==> src/rtl/hs_sf_pkg.sv <==
package hs_sf_pkg;

   typedef enum logic [0:0] {
      MOD_QPSK  = 1'b0,
      MOD_QAM16 = 1'b1
   } mod_e;

   // code limit of a capability class: step, 2*step, ... capped at max
   function automatic int unsigned cap_limit(input logic [1:0] sel,
                                             input int unsigned step,
                                             input int unsigned max_codes);
      int unsigned lim;
      lim = (int'(sel) + 1) * step;
      if (lim > max_codes) lim = max_codes;
      return lim;
   endfunction

endpackage

==> src/rtl/hs_sf_slot_seq.sv <==
module hs_sf_slot_seq #(
   parameter int SLOTS_PER_FRAME = 15,
   parameter int SLOTS_PER_SF    = 3,
   parameter int DATA_LAG        = 2,
   localparam int IDX_W          = $clog2(SLOTS_PER_FRAME)
) (
   input  logic              clk,
   input  logic              rst_n,
   input  logic              slot_stb,
   input  logic              frame_stb,
   input  hs_sf_pkg::mod_e   mod_sel,
   output logic              ctl_start,
   output logic              data_start,
   output logic              data_evt,
   output hs_sf_pkg::mod_e   mod_act
);
   import hs_sf_pkg::*;

   localparam logic [IDX_W-1:0] LAST_IDX = IDX_W'(SLOTS_PER_FRAME - 1);

   if (SLOTS_PER_FRAME % SLOTS_PER_SF != 0) begin : g_bad_frame
      $error("frame length must be a whole number of subframes");
   end
   if (DATA_LAG < 1) begin : g_bad_lag
      $error("data lag must be at least one slot");
   end

   logic [IDX_W-1:0] idx_q, idx_n;
   logic             ctl_evt;
   logic [DATA_LAG-1:0] pend_q;
   mod_e             mpipe_q [DATA_LAG];

   always_comb begin
      if (frame_stb || idx_q == LAST_IDX) idx_n = '0;
      else                                 idx_n = idx_q + 1'b1;
      ctl_evt  = slot_stb && ((int'(idx_n) % SLOTS_PER_SF) == 0);
      data_evt = slot_stb && pend_q[DATA_LAG-1];
   end

   always_ff @(posedge clk) begin
      if (!rst_n) begin
         idx_q      <= LAST_IDX;
         pend_q     <= '0;
         ctl_start  <= 1'b0;
         data_start <= 1'b0;
         mod_act    <= MOD_QPSK;
         for (int i = 0; i < DATA_LAG; i++) mpipe_q[i] <= MOD_QPSK;
      end else begin
         ctl_start  <= ctl_evt;
         data_start <= data_evt;
         if (slot_stb) begin
            idx_q <= idx_n;
            for (int i = DATA_LAG - 1; i > 0; i--) begin
               pend_q[i]  <= pend_q[i-1];
               mpipe_q[i] <= mpipe_q[i-1];
            end
            pend_q[0]  <= ctl_evt;
            mpipe_q[0] <= mod_sel;
         end
         if (data_evt) mod_act <= mpipe_q[DATA_LAG-1];
      end
   end

   AST_SLOT_IDX_RANGE: assert property (@(posedge clk) disable iff (!rst_n)
      int'(idx_q) < SLOTS_PER_FRAME);

   AST_CTL_AFTER_SLOT: assert property (@(posedge clk) disable iff (!rst_n)
      ctl_start |-> $past(slot_stb));

   AST_DATA_AFTER_SLOT: assert property (@(posedge clk) disable iff (!rst_n)
      data_start |-> $past(slot_stb));

endmodule

==> src/rtl/hs_sf_fb_delay.sv <==
module hs_sf_fb_delay #(
   parameter int FB_MAX  = 15,
   localparam int DLY_W  = (FB_MAX < 1) ? 1 : $clog2(FB_MAX + 1)
) (
   input  logic             clk,
   input  logic             rst_n,
   input  logic             slot_stb,
   input  logic             data_evt,
   input  logic [DLY_W-1:0] fb_delay,
   output logic             fb_start
);

   if (FB_MAX < 0) begin : g_bad_max
      $error("feedback delay range must not be negative");
   end

   if (FB_MAX == 0) begin : g_fixed
      always_ff @(posedge clk) begin
         if (!rst_n) fb_start <= 1'b0;
         else        fb_start <= data_evt;
      end
   end else begin : g_shift
      logic [FB_MAX-1:0] hist_q;
      logic              tap;

      always_comb begin
         if (fb_delay == '0)                tap = data_evt;
         else if (int'(fb_delay) > FB_MAX)  tap = slot_stb && hist_q[FB_MAX-1];
         else                               tap = slot_stb && hist_q[int'(fb_delay) - 1];
      end

      always_ff @(posedge clk) begin
         if (!rst_n) begin
            hist_q   <= '0;
            fb_start <= 1'b0;
         end else begin
            fb_start <= tap;
            if (slot_stb) begin
               if (FB_MAX > 1) hist_q <= {hist_q[FB_MAX-2:0], data_evt};
               else            hist_q <= data_evt;
            end
         end
      end
   end

endmodule

==> src/rtl/hs_sf_budget.sv <==
module hs_sf_budget #(
   parameter int BASE_BITS    = 320,
   parameter int SLOTS_PER_SF = 3,
   parameter int MAX_CODES    = 15,
   parameter int CAP_STEP     = 5,
   localparam int CODE_W      = $clog2(MAX_CODES + 1),
   localparam int BITS_W      = $clog2(2 * BASE_BITS * SLOTS_PER_SF + 1),
   localparam int TOT_W       = $clog2(2 * BASE_BITS * SLOTS_PER_SF * MAX_CODES + 1)
) (
   input  logic              clk,
   input  logic              rst_n,
   input  hs_sf_pkg::mod_e   mod_act,
   input  logic [1:0]        cap_sel,
   input  logic [CODE_W-1:0] code_req,
   output logic [BITS_W-1:0] slot_bits,
   output logic [BITS_W-1:0] sf_bits,
   output logic [TOT_W-1:0]  total_bits,
   output logic              codes_valid
);
   import hs_sf_pkg::*;

   if (CAP_STEP < 1 || MAX_CODES < CAP_STEP) begin : g_bad_caps
      $error("capability step must be between 1 and the code maximum");
   end

   logic        valid_n;
   int unsigned limit;

   always_comb begin
      slot_bits = (mod_act == MOD_QAM16) ? BITS_W'(2 * BASE_BITS) : BITS_W'(BASE_BITS);
      sf_bits   = BITS_W'(int'(slot_bits) * SLOTS_PER_SF);
      limit     = cap_limit(cap_sel, CAP_STEP, MAX_CODES);
      valid_n   = (code_req != '0) && (int'(code_req) <= int'(limit));
   end

   always_ff @(posedge clk) begin
      if (!rst_n) begin
         codes_valid <= 1'b0;
         total_bits  <= '0;
      end else begin
         codes_valid <= valid_n;
         total_bits  <= valid_n ? TOT_W'(int'(sf_bits) * int'(code_req)) : '0;
      end
   end

   AST_TOTAL_ZERO_INVALID: assert property (@(posedge clk) disable iff (!rst_n)
      !codes_valid |-> total_bits == '0);

endmodule

==> src/rtl/hs_sf_timer.sv <==
module hs_sf_timer #(
   parameter int SLOTS_PER_FRAME = 15,
   parameter int SLOTS_PER_SF    = 3,
   parameter int DATA_LAG        = 2,
   parameter int FB_MAX          = 15,
   parameter int BASE_BITS       = 320,
   parameter int MAX_CODES       = 15,
   parameter int CAP_STEP        = 5,
   localparam int DLY_W          = (FB_MAX < 1) ? 1 : $clog2(FB_MAX + 1),
   localparam int CODE_W         = $clog2(MAX_CODES + 1),
   localparam int BITS_W         = $clog2(2 * BASE_BITS * SLOTS_PER_SF + 1),
   localparam int TOT_W          = $clog2(2 * BASE_BITS * SLOTS_PER_SF * MAX_CODES + 1)
) (
   input  logic              clk,
   input  logic              rst_n,
   input  logic              slot_stb,
   input  logic              frame_stb,
   input  logic              mod_sel,
   input  logic [DLY_W-1:0]  fb_delay,
   input  logic [1:0]        cap_sel,
   input  logic [CODE_W-1:0] code_req,
   output logic              ctl_sf_start,
   output logic              data_sf_start,
   output logic              fb_start,
   output logic [BITS_W-1:0] slot_bits,
   output logic [BITS_W-1:0] sf_bits,
   output logic [TOT_W-1:0]  total_bits,
   output logic              codes_valid
);
   import hs_sf_pkg::*;

   logic data_evt;
   mod_e mod_act;

   hs_sf_slot_seq #(
      .SLOTS_PER_FRAME (SLOTS_PER_FRAME),
      .SLOTS_PER_SF    (SLOTS_PER_SF),
      .DATA_LAG        (DATA_LAG)
   ) u_seq (
      .clk        (clk),
      .rst_n      (rst_n),
      .slot_stb   (slot_stb),
      .frame_stb  (frame_stb),
      .mod_sel    (mod_e'(mod_sel)),
      .ctl_start  (ctl_sf_start),
      .data_start (data_sf_start),
      .data_evt   (data_evt),
      .mod_act    (mod_act)
   );

   hs_sf_fb_delay #(
      .FB_MAX (FB_MAX)
   ) u_fb (
      .clk      (clk),
      .rst_n    (rst_n),
      .slot_stb (slot_stb),
      .data_evt (data_evt),
      .fb_delay (fb_delay),
      .fb_start (fb_start)
   );

   hs_sf_budget #(
      .BASE_BITS    (BASE_BITS),
      .SLOTS_PER_SF (SLOTS_PER_SF),
      .MAX_CODES    (MAX_CODES),
      .CAP_STEP     (CAP_STEP)
   ) u_budget (
      .clk         (clk),
      .rst_n       (rst_n),
      .mod_act     (mod_act),
      .cap_sel     (cap_sel),
      .code_req    (code_req),
      .slot_bits   (slot_bits),
      .sf_bits     (sf_bits),
      .total_bits  (total_bits),
      .codes_valid (codes_valid)
   );

   AST_FB_ZERO_DELAY: assert property (@(posedge clk) disable iff (!rst_n)
      (data_sf_start && $past(fb_delay) == '0) |-> fb_start);

   AST_BITS_HOLD: assert property (@(posedge clk) disable iff (!rst_n)
      !data_sf_start |-> $stable(slot_bits));

endmodule

==> config.mk <==
export PLATFORM = sky130hd
export DESIGN_NAME = hs_sf_timer
export DESIGN_NICKNAME = d
export VERILOG_FILES = /design/src/rtl/hs_sf_pkg.sv /design/src/rtl/hs_sf_slot_seq.sv /design/src/rtl/hs_sf_fb_delay.sv /design/src/rtl/hs_sf_budget.sv /design/src/rtl/hs_sf_timer.sv
export SDC_FILE = /design/constraint.sdc
export NUM_CORES = 1
export LEC_CHECK = 0
export BUFFER_PORTS_ARGS = -buffer_cell sky130_fd_sc_hd__buf_2
export CAP_MARGIN = 20
export CORE_MARGIN = 1.5
export CORE_UTILIZATION = 40
export DETAILED_ROUTE_END_ITERATION = 8
export PLACE_DENSITY = 0.71
export SYNTH_ARGS = -nofsm -noshare
export SYNTH_HDL_FRONTEND = slang
export SYNTH_HIERARCHICAL = 1
export SYNTH_SLANG_ARGS = --single-unit
==> constraint.sdc <==
create_clock -name clk -period 4 [get_ports clk]
set_input_delay 0.4 -clock clk [delete_from_list [all_inputs] [get_ports clk]]
set_output_delay 0.4 -clock clk [all_outputs]
set_load 0.1 [all_outputs]
Word-level counts from Yosys, hierarchy flattened
Memory sizes are Yosys's and may differ from the RTL's. A register that Yosys moved wholly into a read port is not among the register bits.
Cells that the tools add are included.
{"block": "totals", "regBits": 40, "ram_bits": 2, "inputBits": 15, "out_inout_bits": 41, "elab_cells": 45, "mem_count": 1}
{"block": "classes", "add_sub_neg": 3, "mul": 3, "n_div": 1, "magnitude_cmp": 3, "eq_ne": 1, "mux": 13, "n_bitwise": 2, "reduce_logical": 10}
{"memory": "u_seq.mpipe_q", "words": 2, "width": 1, "rd": 2, "rd_ports_with_merged_regs": 1, "wr": 2, "line": "hs_sf_slot_seq.sv:31", "text": "mod_e mpipe_q [DATA_LAG];"}
{"operator": "32-bit by 4-bit > comparator with 1-bit output, second input constant", "count": 1}
{"operator": "5-bit by 32-bit <= comparator with 1-bit output", "count": 1}
{"operator": "32-bit zero test", "count": 1}
{"operator": "32-bit by 6-bit < comparator with 1-bit output, second input constant", "count": 1}
{"operator": "5-bit by 3-bit remainder unit with 32-bit output, second input constant", "count": 1}
{"operator": "32-bit by 3-bit multiplier with 32-bit output, second input constant", "count": 1}
{"operator": "32-bit two-way mux", "count": 1}
{"operator": "11-bit by 4-bit multiplier with 15-bit output", "count": 1}
{"operator": "11-bit by 2-bit multiplier with 11-bit output, second input constant", "count": 1}
{"operator": "10-bit two-way mux", "count": 1}
{"operator": "1-bit two-way mux", "count": 9}
{"operator": "4-bit by 1-bit subtractor with 5-bit output, second input constant", "count": 1}
{"operator": "4-bit by 1-bit adder with 4-bit output, second input constant", "count": 1}
{"operator": "1-bit binary-select mux with 4-bit select", "count": 1}
{"operator": "4-bit == test, second input constant", "count": 1}
{"operator": "1-bit logical AND", "count": 4}
{"operator": "4-bit zero test", "count": 1}
{"operator": "4-bit two-way mux", "count": 1}
{"operator": "4-bit nonzero test", "count": 1}
{"operator": "2-bit by 1-bit adder with 3-bit output, second input constant", "count": 1}
{"operator": "1-bit bitwise OR", "count": 2}
{"operator": "2-bit AND reduction", "count": 1}
{"operator": "1-bit zero test", "count": 1}
{"operator": "1-bit logical OR", "count": 1}

Logic depth before layout (Yosys ltp)
{"block": "depth", "depth_word": 7, "mapped_depth": 17, "depth_no_buf": 17}

Hierarchy
The synthesis kept the hierarchy.
{"mod": "hs_sf_budget", "n_inst": 1, "cells_per_inst": 138, "area_each_um2": 1266.2, "seq_area_each_um2": 200.2}
{"mod": "hs_sf_slot_seq", "n_inst": 1, "cells_per_inst": 108, "area_each_um2": 918.4, "seq_area_each_um2": 240.2}
{"mod": "hs_sf_fb_delay", "n_inst": 1, "cells_per_inst": 75, "area_each_um2": 814.5, "seq_area_each_um2": 320.3}

Least setup slack after synthesis
OpenSTA, ideal clock, no wires.
{"block": "synth_timing", "path_kind": "reg-to-reg", "startpoint": "reg u_seq.idx_q[0]", "endpoint": "reg u_seq.pend_q[0]", "setup_time_ns": 0.128, "arrival_time_ns": 3.125, "required_ns": 3.872, "setup_slack_ns": 0.748, "path_stages_with_launch": 17, "path_buffers": 0, "synth_period_minus_slack_ns": 3.252, "cell_sequence": "dfxtp_1 -> inv_1 -> ha_1 -> nand2b_2 -> o211a_4 -> nor2_1 -> ha_1 -> nand2_1 -> nor3_2 -> o21ai_0 -> a31oi_1 -> ha_1 -> inv_1 -> and3_1 -> a41oi_1 -> a21boi_0 -> o32ai_1"}
{"block": "synth_between", "elab_chain_cells": 6, "elab_cells_between_ends": 7, "classes_between": "1 x add/sub; 1 x div; 1 x eq/ne; 1 x mux; 3 x reduce/logical"}
{"item": "start, declared", "line": "hs_sf_slot_seq.sv:28", "text": "logic [IDX_W-1:0] idx_q, idx_n;"}
{"item": "start signal, assigned", "line": "hs_sf_slot_seq.sv:52", "text": "idx_q <= idx_n;"}
{"item": "parallel branches: the longest is 2 deep, another holds 4-bit by 1-bit adder with 4-bit output"}
{"item": "4-bit two-way mux (*)", "line": "hs_sf_slot_seq.sv:34", "text": "if (frame_stb || idx_q == LAST_IDX) idx_n = '0;"}
{"item": "via u_seq.idx_n[3]", "line": "hs_sf_slot_seq.sv:28"}
{"item": "5-bit by 3-bit remainder unit with 32-bit output (*)", "line": "hs_sf_slot_seq.sv:36", "text": "ctl_evt = slot_stb && ((int'(idx_n) % SLOTS_PER_SF) == 0);"}
{"item": "32-bit zero test (*)", "line": "hs_sf_slot_seq.sv:36"}
{"item": "1-bit logical AND (*)", "line": "hs_sf_slot_seq.sv:36"}
{"item": "end signal, assigned by index", "line": "hs_sf_slot_seq.sv:54", "text": "pend_q[i] <= pend_q[i-1];"}
{"item": "end signal, assigned", "line": "hs_sf_slot_seq.sv:57", "text": "pend_q[0] <= ctl_evt;"}
{"item": "end, declared", "line": "hs_sf_slot_seq.sv:30", "text": "logic [DATA_LAG-1:0] pend_q;"}
Mark *: on every way through the listed nets, which the timed path passes.
A chain may end at the register's enable or synchronous reset.

Worst setup path after layout
{"block": "layout_timing", "startpoint": "reg u_seq.idx_q[0]", "endpoint": "reg u_seq.pend_q[0]"}
{"block": "layout_between", "elab_chain_cells": 6, "elab_cells_between_ends": 7, "classes_between": "1 x add/sub; 1 x div; 1 x eq/ne; 1 x mux; 3 x reduce/logical"}
{"item": "parallel branches: the longest is 2 deep, another holds 4-bit by 1-bit adder with 4-bit output"}
{"item": "4-bit two-way mux (*)", "line": "hs_sf_slot_seq.sv:34"}
{"item": "5-bit by 3-bit remainder unit with 32-bit output (*)", "line": "hs_sf_slot_seq.sv:36"}
{"item": "32-bit zero test (*)", "line": "hs_sf_slot_seq.sv:36"}
{"item": "1-bit logical AND (*)", "line": "hs_sf_slot_seq.sv:36"}
Mark *: on every way between the ends.

==> impl_metrics.py <==
metrics = {
    "outcome": {
        "status": "finished clean",
    },
    "global_route": {
        "grt_overflow": 0,
        "grt_pass1_vias": 1996,
        "globalRouteTotalUtil": 0.142,
        "grt_max_degree": 30,
        "antenna_found_initial": 0,
        "grt_pass1_wl_um": 9070,
    },
    "sta": {
        "fin_skew_ns": 0.0106,
        "worst_slack_ns": 0.497,
        "final-setup-viol-count": 0,
        "fin_crit_sh": 0.876,
        "relSlewSlack": 0.558,
        "timing.hold.ws_ns": 0.434,
        "period_minus_slack_ns": 3.50,
        "finalMaxSlewViolations": 0,
        "max_freq_mhz": 285,
        "fin_tns_setup_ns": 0,
        "rsz0062_at_grt": "no",
        "worst_pin_slew_ns": 0.663,
        "finalHoldViolations": 0,
    },
    "logic_synthesis": {
        "yosysUniqueCellTypes": 62,
        "synth_edf_count": 2,
        "synth_area_leader_cell": "dfxtp_1",
        "ys_top_cells_by_area": "dfxtp_1 23%, ha_1 13%, mux2i_1 7.3%",
        "synth_most_common_cell": "dfxtp_1",
        "synthSimpleGateAreaFrac": 0.172,
        "synthesis.area_per_instance_um2": 9.34,
        "synth_xor_area_frac": 0.0146,
        "async_flop_share": 0,
        "synthAdderAreaFrac": 0.165,
        "synth_top_flop_cell": "dfxtp_1",
        "synth-compound-area-share": 0.164,
        "ys_warn_count": 6,
        "synth_top_area_frac": 0.234,
        "yosysSeqAreaShare": 0.254,
        "synth_top_family_by_area": "simple AND/OR/NAND/NOR gates",
        "synth_area_um2": 3000,
        "syn_inst": 321,
        "synth_common_cells": "35 x dfxtp_1, 32 x inv_1, 30 x ha_1",
        "synthMuxAreaShare": 0.102,
        "ys_ff_latch": 37,
    },
    "drt": {
        "drt_wl_total_um": 5430,
        "drt-vias-per-instance": 4.92,
        "drtPass1Iterations": 4,
        "drc": 0,
        "vias": 2205,
        "avgRoutedWirePerCell_um": 12.1,
        "dr.first_iter.drc_count": 87,
        "ant_nets": 0,
    },
    "placement": {
        "preCtsSetupSlack_ns": 0.366,
        "place_congestion": 0.853,
        "port_buffers": 33,
        "dp_hpwl_um": 4270,
        "placed_area_um2": 3140,
    },
    "worst_hold_path": {
        "holdPathStages": 2,
        "hp-class": "in -> reg",
    },
    "cts": {
        "cts-root-buf": "clkbuf_8",
        "cts_buffers": 5,
        "numClockSinks": 37,
        "cts_setup_buffers": 0,
        "clock_latency_ns": 0.28,
        "tritoncts": "done",
        "cts-htree-levels": 2,
        "path_clk_slew_ns": 0.07,
        "cts_hold_buf": 0,
        "cts_buffer_depth": 2,
    },
    "layout": {
        "final_cell_area_um2": 3220,
        "drive_gt1_frac": 0.195,
        "final_core_util": 0.444,
        "fin_nets": 400,
        "n_antenna_cell": 0,
        "areaGrowthSynthToFinish_pct": 7.26,
    },
    "pwr": {
        "p_leak_nw": 1.51,
        "vdd_drop_max_uv": 115,
        "p_per_area_nw_per_um2": 374,
    },
    "worst_setup_path": {
        "worstPathMaxFanout": 8,
        "start_kind": "flip-flop",
        "crit_required_ns": 4.17,
        "r2r_cells": 17,
        "endpoint_kind": "flip-flop",
        "crit_type": "reg -> reg",
        "cp_data_arrival_time_ns": 3.67,
    },
    "floorplan": {
        "die_y_um": 89.6,
        "io_pins": 56,
        "start_util": 0.413,
        "rows": 31,
        "core_um2": 7250,
        "dieWidth_um": 89.6,
        "dieArea_um2": 8030,
    },
    "run": {
        "max_cap_viol_count": 0,
    },
}
==> worst max-delay path, cell delays in order, from the launching register on <==
cell      delay [ns]
dfxtp_2         0.38
inv_1           0.07
ha_1            0.24
a21oi_1         0.19
mux2_2          0.24
nand2_1         0.17
inv_1           0.13
ha_1            0.25
nand2_1         0.15
nor3_2          0.21
o21ai_0         0.13
a31oi_1         0.22
ha_1            0.23
inv_1           0.06
and3_1          0.14
a41oi_1         0.20
a21boi_0        0.27
o32ai_1         0.11
==> cells by family after synthesis <==
logic type / count (synthesis)
DFF: 37
AOI/OAI and AO/OA: 62
other: 2
adders and majority gates: 36
xor gates and xnor gates: 5
buffers and inverters: 68
and+or+nand+nor: 85
muxes: 26
==> layout make-up <==
type,instances,area (um2)
timing repair buffer,37,195
fill,744,4040
multi-input combinational,236,1940
inverter,32,120
sequential,37,762
clock buffer,6,72.6
clock inverter,1,5.00
tap,99,124
==> routing by layer <==
metal  global-route usage  wire length (um)
met1                0.178              2530
met2                0.248              2660
met3               0.0247               190
met4               0.0448                51
met5                    0                 0
==> path summary, 6_finish.rpt <==
kind                   startpoint          endpoint  slack, ns
setup / recovery   u_seq/idx_q[0]   u_seq/pend_q[0]       0.50
hold / removal            mod_sel  u_seq/mpipe_q[0]       0.43
setup reg to reg   u_seq/idx_q[0]   u_seq/pend_q[0]       0.50
hold reg to reg   u_seq/pend_q[0]   u_seq/pend_q[0]       0.49
==> sequential cells by signal, indices dropped and copies added (netlist names) <==
signal and flops:
u_fb/g_shift.hist_q 15, u_budget/total_bits 9, u_seq/idx_q 4, u_seq/mpipe_q 2, u_seq/pend_q 2, u_budget/codes_valid 1
u_fb/fb_start 1, u_seq/ctl_start 1, u_seq/data_start 1, u_seq/mod_act 1
==> through the flow <==
step / cells / total power, mW
after detailed placement: 441 / 0.972
final: 448 / 1.20
after global placement: 441 / 0.964
after floorplan: 341 / 0.905
after global routing: 448 / 1.28
after CTS: 448 / 1.21
==> layout by cell type, fill, tap and decap left out, types with 8 or more instances in the layout <==
| cell | n |
|---|---|
| dfxtp_1 | 34 |
| mux2i_1 | 22 |
| nand2_1 | 14 |
| ha_1 | 30 |
| buf_2 | 33 |
| nor2b_1 | 19 |
| a21oi_1 | 9 |
| inv_1 | 32 |
| o21ai_0 | 8 |
| nor2_1 | 15 |
| conb_1 | 22 |
==> what timing repair did <==
action	CTS	global route
endpoints found under the hold margin	0	0
setup endpoints to repair	0	2
resized for setup	0	2
==> power by group <==
part	internal, mW	switching, mW	total [mW]
clock	0.118	0.117	0.236
combinational	0.152	0.408	0.560
sequential	0.396	0.0119	0.408
(Power assumes the default switching activity.)
